### src/rtl/irq_sense_pkg.sv
package irq_sense_pkg;

  localparam int REG_W   = 32;
  localparam int SENSE_W = 3;

  localparam int EN_BASE  = 'h10;
  localparam int CFG_BASE = 'h110;

  typedef enum logic [SENSE_W-1:0] {
    SENSE_LVL_LO    = 3'b000,
    SENSE_EDGE_FALL = 3'b010,
    SENSE_LVL_HI    = 3'b100,
    SENSE_EDGE_RISE = 3'b110,
    SENSE_EDGE_BOTH = 3'b111
  } sense_e;

  localparam logic [SENSE_W-1:0] SENSE_RESET = 3'b100;

endpackage

### src/rtl/irq_sense_sync.sv
module irq_sense_sync #(
  parameter int WIDTH  = 126,
  parameter int STAGES = 2
) (
  input  logic             clk,
  input  logic             rst_n,
  input  logic [WIDTH-1:0] din,
  output logic [WIDTH-1:0] dout
);

  logic [STAGES-1:0][WIDTH-1:0] stg_q;
  logic [STAGES-1:0][WIDTH-1:0] stg_d;

  always_comb begin
    stg_d[0] = din;
    for (int k = 1; k < STAGES; k++) begin
      stg_d[k] = stg_q[k-1];
    end
  end

  always_ff @(posedge clk or negedge rst_n) begin
    if (!rst_n) begin
      stg_q <= '0;
    end else begin
      stg_q <= stg_d;
    end
  end

  assign dout = stg_q[STAGES-1];

endmodule

### src/rtl/irq_sense_lane.sv
module irq_sense_lane
  import irq_sense_pkg::*;
(
  input  logic               clk,
  input  logic               rst_n,
  input  logic               sync_i,
  input  logic               en_i,
  input  logic [SENSE_W-1:0] code_i,
  output logic               irq_o
);

  logic prev_q;
  logic prev_d;
  logic rise;
  logic fall;
  logic fwd;

  always_comb begin
    prev_d = sync_i;
  end

  always_ff @(posedge clk or negedge rst_n) begin
    if (!rst_n) begin
      prev_q <= 1'b0;
    end else begin
      prev_q <= prev_d;
    end
  end

  always_comb begin
    rise = sync_i & ~prev_q;
    fall = ~sync_i & prev_q;
    case (code_i)
      SENSE_LVL_LO:    fwd = ~sync_i;
      SENSE_LVL_HI:    fwd = sync_i;
      SENSE_EDGE_FALL: fwd = fall;
      SENSE_EDGE_RISE: fwd = rise;
      SENSE_EDGE_BOTH: fwd = rise | fall;
      default:         fwd = 1'b0;
    endcase
  end

  assign irq_o = en_i & fwd;

endmodule

### src/rtl/irq_sense_regs.sv
module irq_sense_regs
  import irq_sense_pkg::*;
#(
  parameter int NUM_PINS = 126,
  parameter int ADDR_W   = 12
) (
  input  logic                              clk,
  input  logic                              rst_n,
  input  logic                              wr_en_i,
  input  logic                              rd_en_i,
  input  logic [ADDR_W-1:0]                 addr_i,
  input  logic [REG_W-1:0]                  wdata_i,
  output logic [REG_W-1:0]                  rdata_o,
  output logic [NUM_PINS-1:0]               en_o,
  output logic [NUM_PINS-1:0][SENSE_W-1:0]  cfg_o
);

  localparam int NUM_WORDS = (NUM_PINS + REG_W - 1) / REG_W;
  localparam int WORD_W    = (NUM_WORDS > 1) ? $clog2(NUM_WORDS) : 1;
  localparam int IDX_W     = (NUM_PINS > 1) ? $clog2(NUM_PINS) : 1;

  localparam logic [ADDR_W-1:0] EN_LO  = ADDR_W'(EN_BASE);
  localparam logic [ADDR_W-1:0] EN_HI  = ADDR_W'(EN_BASE + 4 * NUM_WORDS);
  localparam logic [ADDR_W-1:0] CFG_LO = ADDR_W'(CFG_BASE);
  localparam logic [ADDR_W-1:0] CFG_HI = ADDR_W'(CFG_BASE + 4 * NUM_PINS);

  logic [NUM_PINS-1:0]               en_q;
  logic [NUM_PINS-1:0]               en_d;
  logic [NUM_PINS-1:0][SENSE_W-1:0]  cfg_q;
  logic [NUM_PINS-1:0][SENSE_W-1:0]  cfg_d;
  logic [REG_W-1:0]                  rdata_q;
  logic [REG_W-1:0]                  rd_d;

  logic              aligned;
  logic              en_hit;
  logic              cfg_hit;
  logic [WORD_W-1:0] en_word;
  logic [IDX_W-1:0]  cfg_idx;

  logic [NUM_WORDS-1:0][REG_W-1:0] en_words;

  // address decode
  always_comb begin
    aligned = (addr_i[1:0] == 2'b00);
    en_hit  = aligned && (addr_i >= EN_LO) && (addr_i < EN_HI);
    cfg_hit = aligned && (addr_i >= CFG_LO) && (addr_i < CFG_HI);
    en_word = addr_i[WORD_W+1:2] - EN_LO[WORD_W+1:2];
    cfg_idx = addr_i[IDX_W+1:2] - CFG_LO[IDX_W+1:2];
  end

  // enable words as seen by software, unused bits tied low
  for (genvar w = 0; w < NUM_WORDS; w++) begin : g_word
    for (genvar b = 0; b < REG_W; b++) begin : g_bit
      if (w * REG_W + b < NUM_PINS) begin : g_live
        assign en_words[w][b] = en_q[w*REG_W+b];
      end else begin : g_pad
        assign en_words[w][b] = 1'b0;
      end
    end
  end

  // next state
  always_comb begin
    en_d  = en_q;
    cfg_d = cfg_q;
    if (wr_en_i && en_hit) begin
      for (int p = 0; p < NUM_PINS; p++) begin
        if (en_word == WORD_W'(p / REG_W)) begin
          en_d[p] = wdata_i[p%REG_W];
        end
      end
    end
    if (wr_en_i && cfg_hit) begin
      for (int p = 0; p < NUM_PINS; p++) begin
        if (cfg_idx == IDX_W'(p)) begin
          cfg_d[p] = wdata_i[SENSE_W-1:0];
        end
      end
    end
  end

  always_comb begin
    rd_d = '0;
    if (en_hit) begin
      rd_d = en_words[en_word];
    end else if (cfg_hit) begin
      rd_d = {{(REG_W-SENSE_W){1'b0}}, cfg_q[cfg_idx]};
    end
  end

  // registers
  always_ff @(posedge clk or negedge rst_n) begin
    if (!rst_n) begin
      en_q  <= '0;
      cfg_q <= {NUM_PINS{SENSE_RESET}};
    end else begin
      en_q  <= en_d;
      cfg_q <= cfg_d;
    end
  end

  always_ff @(posedge clk or negedge rst_n) begin
    if (!rst_n) begin
      rdata_q <= '0;
    end else if (rd_en_i) begin
      rdata_q <= rd_d;
    end
  end

  assign rdata_o = rdata_q;
  assign en_o    = en_q;
  assign cfg_o   = cfg_q;

endmodule

### src/rtl/irq_sense_fwd.sv
module irq_sense_fwd
  import irq_sense_pkg::*;
#(
  parameter int NUM_PINS    = 126,
  parameter int ADDR_W      = 12,
  parameter int SYNC_STAGES = 2
) (
  input  logic                clk,
  input  logic                rst_n,
  input  logic                wr_en_i,
  input  logic                rd_en_i,
  input  logic [ADDR_W-1:0]   addr_i,
  input  logic [31:0]         wdata_i,
  output logic [31:0]         rdata_o,
  input  logic [NUM_PINS-1:0] pins_i,
  output logic [NUM_PINS-1:0] irq_o
);

  logic [NUM_PINS-1:0]              en_bits;
  logic [NUM_PINS-1:0][SENSE_W-1:0] cfg_bits;
  logic [NUM_PINS-1:0]              sync_val;

  irq_sense_regs #(
    .NUM_PINS (NUM_PINS),
    .ADDR_W   (ADDR_W)
  ) u_regs (
    .clk     (clk),
    .rst_n   (rst_n),
    .wr_en_i (wr_en_i),
    .rd_en_i (rd_en_i),
    .addr_i  (addr_i),
    .wdata_i (wdata_i),
    .rdata_o (rdata_o),
    .en_o    (en_bits),
    .cfg_o   (cfg_bits)
  );

  irq_sense_sync #(
    .WIDTH  (NUM_PINS),
    .STAGES (SYNC_STAGES)
  ) u_sync (
    .clk   (clk),
    .rst_n (rst_n),
    .din   (pins_i),
    .dout  (sync_val)
  );

  for (genvar i = 0; i < NUM_PINS; i++) begin : g_lane
    irq_sense_lane u_lane (
      .clk    (clk),
      .rst_n  (rst_n),
      .sync_i (sync_val[i]),
      .en_i   (en_bits[i]),
      .code_i (cfg_bits[i]),
      .irq_o  (irq_o[i])
    );
  end

endmodule

### config.mk
export PLATFORM = sky130hd
export DESIGN_NAME = irq_sense_fwd
export DESIGN_NICKNAME = d
export VERILOG_FILES = /design/src/rtl/irq_sense_pkg.sv /design/src/rtl/irq_sense_sync.sv /design/src/rtl/irq_sense_lane.sv /design/src/rtl/irq_sense_regs.sv /design/src/rtl/irq_sense_fwd.sv
export SDC_FILE = /design/constraint.sdc
export NUM_CORES = 2
export LEC_CHECK = 0
export BUFFER_PORTS_ARGS = -buffer_cell sky130_fd_sc_hd__buf_4
export CAP_MARGIN = 20
export CORE_UTILIZATION = 40
export CTS_CLUSTER_DIAMETER = 30
export DETAILED_ROUTE_END_ITERATION = 10
export PLACE_DENSITY_LB_ADDON = 0.2
export SYNTH_ARGS = -nofsm -noshare
export SYNTH_HDL_FRONTEND = slang
export SYNTH_HIERARCHICAL = 1
export SYNTH_SLANG_ARGS = --single-unit
export TNS_END_PERCENT = 1
### constraint.sdc
create_clock -name clk -period 2.25 [get_ports clk]
set_input_delay 0.225 -clock clk [delete_from_list [all_inputs] [get_ports clk]]
set_output_delay 0.225 -clock clk [all_outputs]
set_load 0.02 [all_outputs]
* Word level (Yosys, flattened, before mapping)
Cells that the tools add are included. Widths: inputs -> output; s select.
Cells by class: equal/unequal tests 632, shifts and indexed selects 0, add/subtract/negate cells 1, reduce and logical (&&, ||, !) cells 265, multiplexer cells 132, divide/modulo/power cells 0, bitwise gates (word level) 756, multiply operators 0, $lt $le $gt $ge 6
Operators by type and width (count):
- $eq 3x3->1 const B | 378
- $pmux 1 s5 | 126
- $eq 7x7->1 const B | 62
- $and 1x1->1 | 378
- $eq 3x2->1 const B | 126
- $logic_not 3->1 | 126
- $reduce_and 2->1 | 130
- $not 1->1 | 252
- $eq 7x6->1 const B | 32
- $or 1x1->1 | 126
- $eq 7x5->1 const B | 16
- $bmux 32 s2 | 1
- $mux 32 | 2
- $eq 7x4->1 const B | 8
- $eq 7x3->1 const B | 4
- $bmux 3 s7 | 1
- $eq 7x2->1 const B | 2
- $ge 12x5->1 const B | 1
- $ge 12x9->1 const B | 1
- $lt 12x10->1 const B | 1
- $lt 12x6->1 const B | 1
- $lt 7x8->1 const B | 1
- $eq 7x1->1 const B | 1
- $logic_not 7->1 | 1
- 7 further kinds | 15
Storage, ports and cells: word-level logic and storage cells 2051, latch bits 0, memories kept 0, bits in writable memories 0, flip-flop bits (word level) 914, ROM bits 0, output and inout bits 158, input bits 174

* Depth between registers and ports, before layout
word-level depth 5, gate-level depth with buffers 15, depth with buffers taken out 9

* By module
The synthesis kept the hierarchy.
Modules (own cells, without submodules):
- irq_sense_regs | seq. area each 13570.5 µm², area an instance 25055.3 µm², instances 1, cells each 1770
- irq_sense_lane | seq. area each 25.0 µm², area an instance 108.9 µm², instances 126, cells each 11
- irq_sense_sync | seq. area each 6306.0 µm², area an instance 6306.0 µm², instances 1, cells each 252

* Worst setup path before layout
OpenSTA, ideal clock, no wires.
path type input to register, start point input port addr_i[4], end point register u_regs.cfg_q, in the netlist u_regs/cfg_o[333], arrival 3196 ps, setup time 125 ps, required time 2125 ps, stages 15, buffers on the path 6, setup slack -1070 ps, cells stage by stage buf_2 buf_2 inv_1 buf_1 ha_1 buf_2 nor3b_2 o41ai_2 a22oi_4 nor2_2 buf_2 and4_1 buf_2 nand2_1 mux2_2
Between the ends: longest elaborated chain between the ends 5, elaborated cells on any way between the ends 8, those cells by class add/sub: 1; order compare: 2; eq/ne: 1; reduce/logical: 4
Ends and longest elaborated chain:
- from (decl) | line irq_sense_fwd.sv:12 | input logic [ADDR_W-1:0] addr_i,
- $ge 12x9->1 | line irq_sense_regs.sv:46 | cfg_hit = aligned && (addr_i >= CFG_LO) && (addr_i < CFG_HI);
- $logic_and 1x1->1 (2 in a row) | line irq_sense_regs.sv:46
- $logic_and 1x1->1 | line irq_sense_regs.sv:73 | if (wr_en_i && cfg_hit) begin
- $reduce_and 2->1 (no line) (*)
- to (signal assigned) | line irq_sense_regs.sv:95 | cfg_q <= {NUM_PINS{SENSE_RESET}};
- to (signal assigned) | line irq_sense_regs.sv:98 | cfg_q <= cfg_d;
- to (decl) | line irq_sense_regs.sv:29 | logic [NUM_PINS-1:0][SENSE_W-1:0] cfg_q;
Every way passes the cells marked *; elsewhere a longest branch is shown, timed or not. A chain may end at the register's enable or synchronous reset.

* Final worst setup path
start point register u_sync.stg_q, in the netlist u_sync/dout[76], end point output port irq_o[76]
Between the ends: longest elaborated chain between the ends 5, elaborated cells on any way between the ends 6, those cells by class mux: 1; bitwise: 5
Ends and longest elaborated chain:
- from (decl) | line irq_sense_sync.sv:11 | logic [STAGES-1:0][WIDTH-1:0] stg_q;
- from (signal assigned) | line irq_sense_sync.sv:25 | stg_q <= stg_d;
- $not 1->1 | line irq_sense_lane.sv:32, irq_sense_lane.sv:34
- $and 1x1->1 | line irq_sense_lane.sv:32 | fall = ~sync_i & prev_q;
- $or 1x1->1 | line irq_sense_lane.sv:38 | SENSE_EDGE_BOTH: fwd = rise | fall;
- $pmux 1 s5 (*) | line irq_sense_lane.sv:33 | case (code_i)
- $and 1x1->1 (*) | line irq_sense_lane.sv:43 | assign irq_o = en_i & fwd;
- to (decl) | line irq_sense_fwd.sv:16 | output logic [NUM_PINS-1:0] irq_o
Marked as above.

==> results.md <==
### Power
- **VDD IR-drop max** 0.6284 mV
- **static leakage** 0.02979 µW
- **PnR Total Power** 53490 µW
- **ratio of total power to cell area** 854.2 nW/µm²

### Routing
- **First DRT Iteration DRCs** 1770
- **post-route ant nets** 0
- **DRC violation count after routing** 0
- **routed wire length per instance** 23.96 µm
- **post-detailed-route via-to-cell ratio** 5.319
- **via total after detailed routing** 31660
- **sum of routed wire length over all layers** 142.6 mm
- **number of iterations in the first detailed-routing pass** 5

### Finish
- **top library cells by usage in the layout, fill and taps aside** sky130_fd_sc_hd__dfrtp_1, sky130_fd_sc_hd__mux2_2, sky130_fd_sc_hd__buf_4
- **final design instance area without fill** 62620 µm²
- **layout cell share with drive strength beyond 1** 46.49%
- **total number of nets in the final design** 4702
- **most common cell after layout, fill and taps aside** sky130_fd_sc_hd__dfrtp_1
- **post-layout utilization of the core** 56.35%
- **Layout area overhead** 38.92%

### Setup path
- **delay-heaviest family, CP** flip-flops
- **Slowest cell on crit path** sky130_fd_sc_hd__dfrtp_2
- **worst stage delay on the critical path** 490 ps
- **start-to-end type of the worst setup path** flop to primary output
- **total stage count of the critical path** 6
- **number of cells traversed by the worst register-to-register path** 7
- **data required time at the worst endpoint** 2030 ps
- **Reg2Reg Setup Slack** 30 ps
- **type of origin of the critical path** flop
- **worst-path maximum fanout** 3
- **series of cell instances along the critical path** buf_6, buf_4, xor2_1, nor3_1, o31a_1, buf_6
- **Critical Path AT** 2420 ps
- **reg-to-reg endpoint** u_regs/rdata_o[0]$_DFFE_PN0P_
- **sum of buffers and inverters on the critical path** 3
- **startpoint of the lowest-slack register-to-register path** u_regs/cfg_o[93]$_DFFE_PN0P_
- **most used cell along the critical path** sky130_fd_sc_hd__buf_6
- **sort of element at the end of the critical path** primary output

### Die
- **height of the die** 337.7 µm
- **Initial Util** 40.56%
- **core region area** 111100 µm²
- **cell row count** 122
- **area of the die** 114000 µm²
- **# IOs** 332
- **die width** 337.7 µm

### Yosys
- **flop and latch count out of synthesis** 914
- **leading register cell type out of synthesis** sky130_fd_sc_hd__dfrtp_1
- **Post-Syn Area** 45080 µm²
- **post-synthesis cell type with the largest combined area** sky130_fd_sc_hd__dfrtp_1
- **number of distinct library cells after synthesis** 62
- **gate count after technology mapping** 3408
- **sequential element share of the synthesized area** 51.09%
- **main area contributors after synthesis** sky130_fd_sc_hd__dfrtp_1, sky130_fd_sc_hd__mux2_2, sky130_fd_sc_hd__dfstp_2
- **top cell type's share of synthesized area** 43.74%
- **asr flop ratio synth** 100.0%
- **Syn Area/Cell** 13.23 µm²
- **total number of yosys warnings** 6
- **count of flip-flops with a built-in enable after synthesis** 0
- **post-synth net total** 3839

### Clock tree
- **buffer cell driving the clock tree root** sky130_fd_sc_hd__clkbuf_16
- **clock slew at reported path FFs** 60 ps
- **Clk Latency, worst-skew pair** 830 ps
- **buffer depth of the longest clock path** 3
- **total number of clock tree sinks** 914
- **maximum level of the CTS H-tree** 4
- **CTS tree** done
- **CTS buffer count** 216

### Placed design
- **Placed Instance Area** 51800 µm²
- **HPWL after detailed placement** 102.8 mm
- **buffers added on ports** 331
- **RePlAce Congestion** 0.9058

### STA
- **Max Slew Vio Count** 0
- **worst-case clock skew** 76.70 ps
- **unrepaired setup endpoints after global routing** true
- **number of hold-slack violations in the final timing report** 0
- **final setup fails** 126
- **crit path time final** 2646 ps
- **Final period util** 117.6%
- **setup TNS after final layout** -22040 ps
- **fmax** 0.3779 GHz
- **worst relative slew slack** 50.35%
- **slew of the pin with the lowest slew margin** 742.2 ps
- **Min Hold Slack** 45.33 ps
- **worst-case setup margin in the final layout** -396.0 ps

### Job
- **MaxCap Viol Count** 0

### Worst hold path
- **worst hold start** pins_i[102]
- **hold-critical path depth** 2
- **path category of the worst min-delay check** primary input to flop
- **end of the worst hold path** u_sync/stg_d[228]$_DFF_PN0_

### GRT
- **number of antenna violations at the first check in global routing** 4
- **via count of the first global-routing pass** 32480
- **global-route wire length before repair** 212.1 mm
- **pin count of the biggest net entering global routing** 120
- **total routing resource utilization after global routing** 25.12%
- **gr ovfl total** 0

### Outcome
- **violated checks** setup timing
- **status** complete, but fails checks

## through the flow
stage               worst slack [ps]  std cells
detailed placement            -384.8       5358
finish                        -396.0       5952
CTS                           -400.4       5951
global route                  -467.4       5952
global placement              -395.0       5358
floorplan                     -471.7       3408
## cell type report
cell class / count / area, µm²
clock inverters: 146 / 2146
multi-input cells: 2076 / 21210
clock buffers: 264 / 5806
flip-flops and latches: 914 / 23120
repair buffers: 776 / 7401
diodes: 1 / 2.502
fillers: 9126 / 48510
inverters: 287 / 1082
well taps: 1488 / 1862
## worst max path at each step
| stage | start | end | slack, ps |
|---|---|---|---|
| 2_1_floorplan | addr_i[4] | u_regs/cfg_o[204]$_DFFE_PN0P_ | -470 |
| 4_1_cts | u_sync/dout[76]$_DFF_PN0_ | irq_o[76] | -400 |
| 3_5_place_dp | addr_i[4] | u_regs/rdata_o[1]$_DFFE_PN0P_ | -380 |
| 5_1_grt | u_sync/dout[76]$_DFF_PN0_ | irq_o[76] | -470 |
| 6_report | u_sync/dout[76]$_DFF_PN0_ | irq_o[76] | -400 |
| 3_3_place_gp | addr_i[4] | u_regs/rdata_o[1]$_DFFE_PN0P_ | -390 |
## power by group
| part | internal (µW) | total (µW) | switching [µW] |
|---|---|---|---|
| combinational | 1330 | 2890 | 1560 |
| sequential | 16900 | 17300 | 389 |
| clock | 22400 | 33300 | 10900 |
## sequential cells by signal, indices dropped and copies added, names as in the netlist
signal,flops
u_regs/cfg_o,378
g_lane.u_lane/prev_q,126
u_regs/en_o,126
u_sync/dout,126
u_sync/stg_d,126
u_regs/rdata_o,32
## cells by family (layout without fill, tap and decap cells)
kind of cell,Yosys count,in the layout,synth area share [%]
multiplexers,785,785,21.67
AND/OR/NAND/NOR,659,659,9.582
XOR/XNOR,128,128,2.487
adder cells (fa/ha/maj),257,257,7.134
flip-flops,914,914,51.09
other,0,1,0
AO/OA/AOI/OAI,247,247,4.347
buffers and inverters,418,1473,3.694
## layer usage
layer	wire (µm)	global-route usage, %
met5	22	0
met2	68380	40.66
met1	63610	34.40
met4	3096	7.211
met3	7491	4.554
## repair_timing
action / 4_1_cts / 5_1_grt
pin swaps: 213 / 8
resized for setup: 273 / 19
hold endpoints to repair: 1113 / 0
setup endpoints to repair: 127 / 128
hold buffers: 176 / 0
buffers inserted: 7 / 0
## Yosys cell counts, drive strengths merged, types with 3 or more instances
master	count
dfrtp	788
mux2	526
inv	286
ha	257
nand2	168
mux2i	159
nor3	130
nor3b	127
o31a	127
xor2	127
and4b	126
dfstp	126
mux4	100
clkbuf	69
buf	62
nand3	42
o21ai	38
nor2	24
o22ai	15
a22oi	13
and4	9
a21oi	8
nor2b	8
a221oi	5
nand2b	5
o221ai	5
a22o	4
a31oi	4
and2	4
nand4	4
a2111oi	3
and3	3
nor4	3
nor4b	3
o21a	3
No activity file was read; power rests on OpenSTA's default activity.
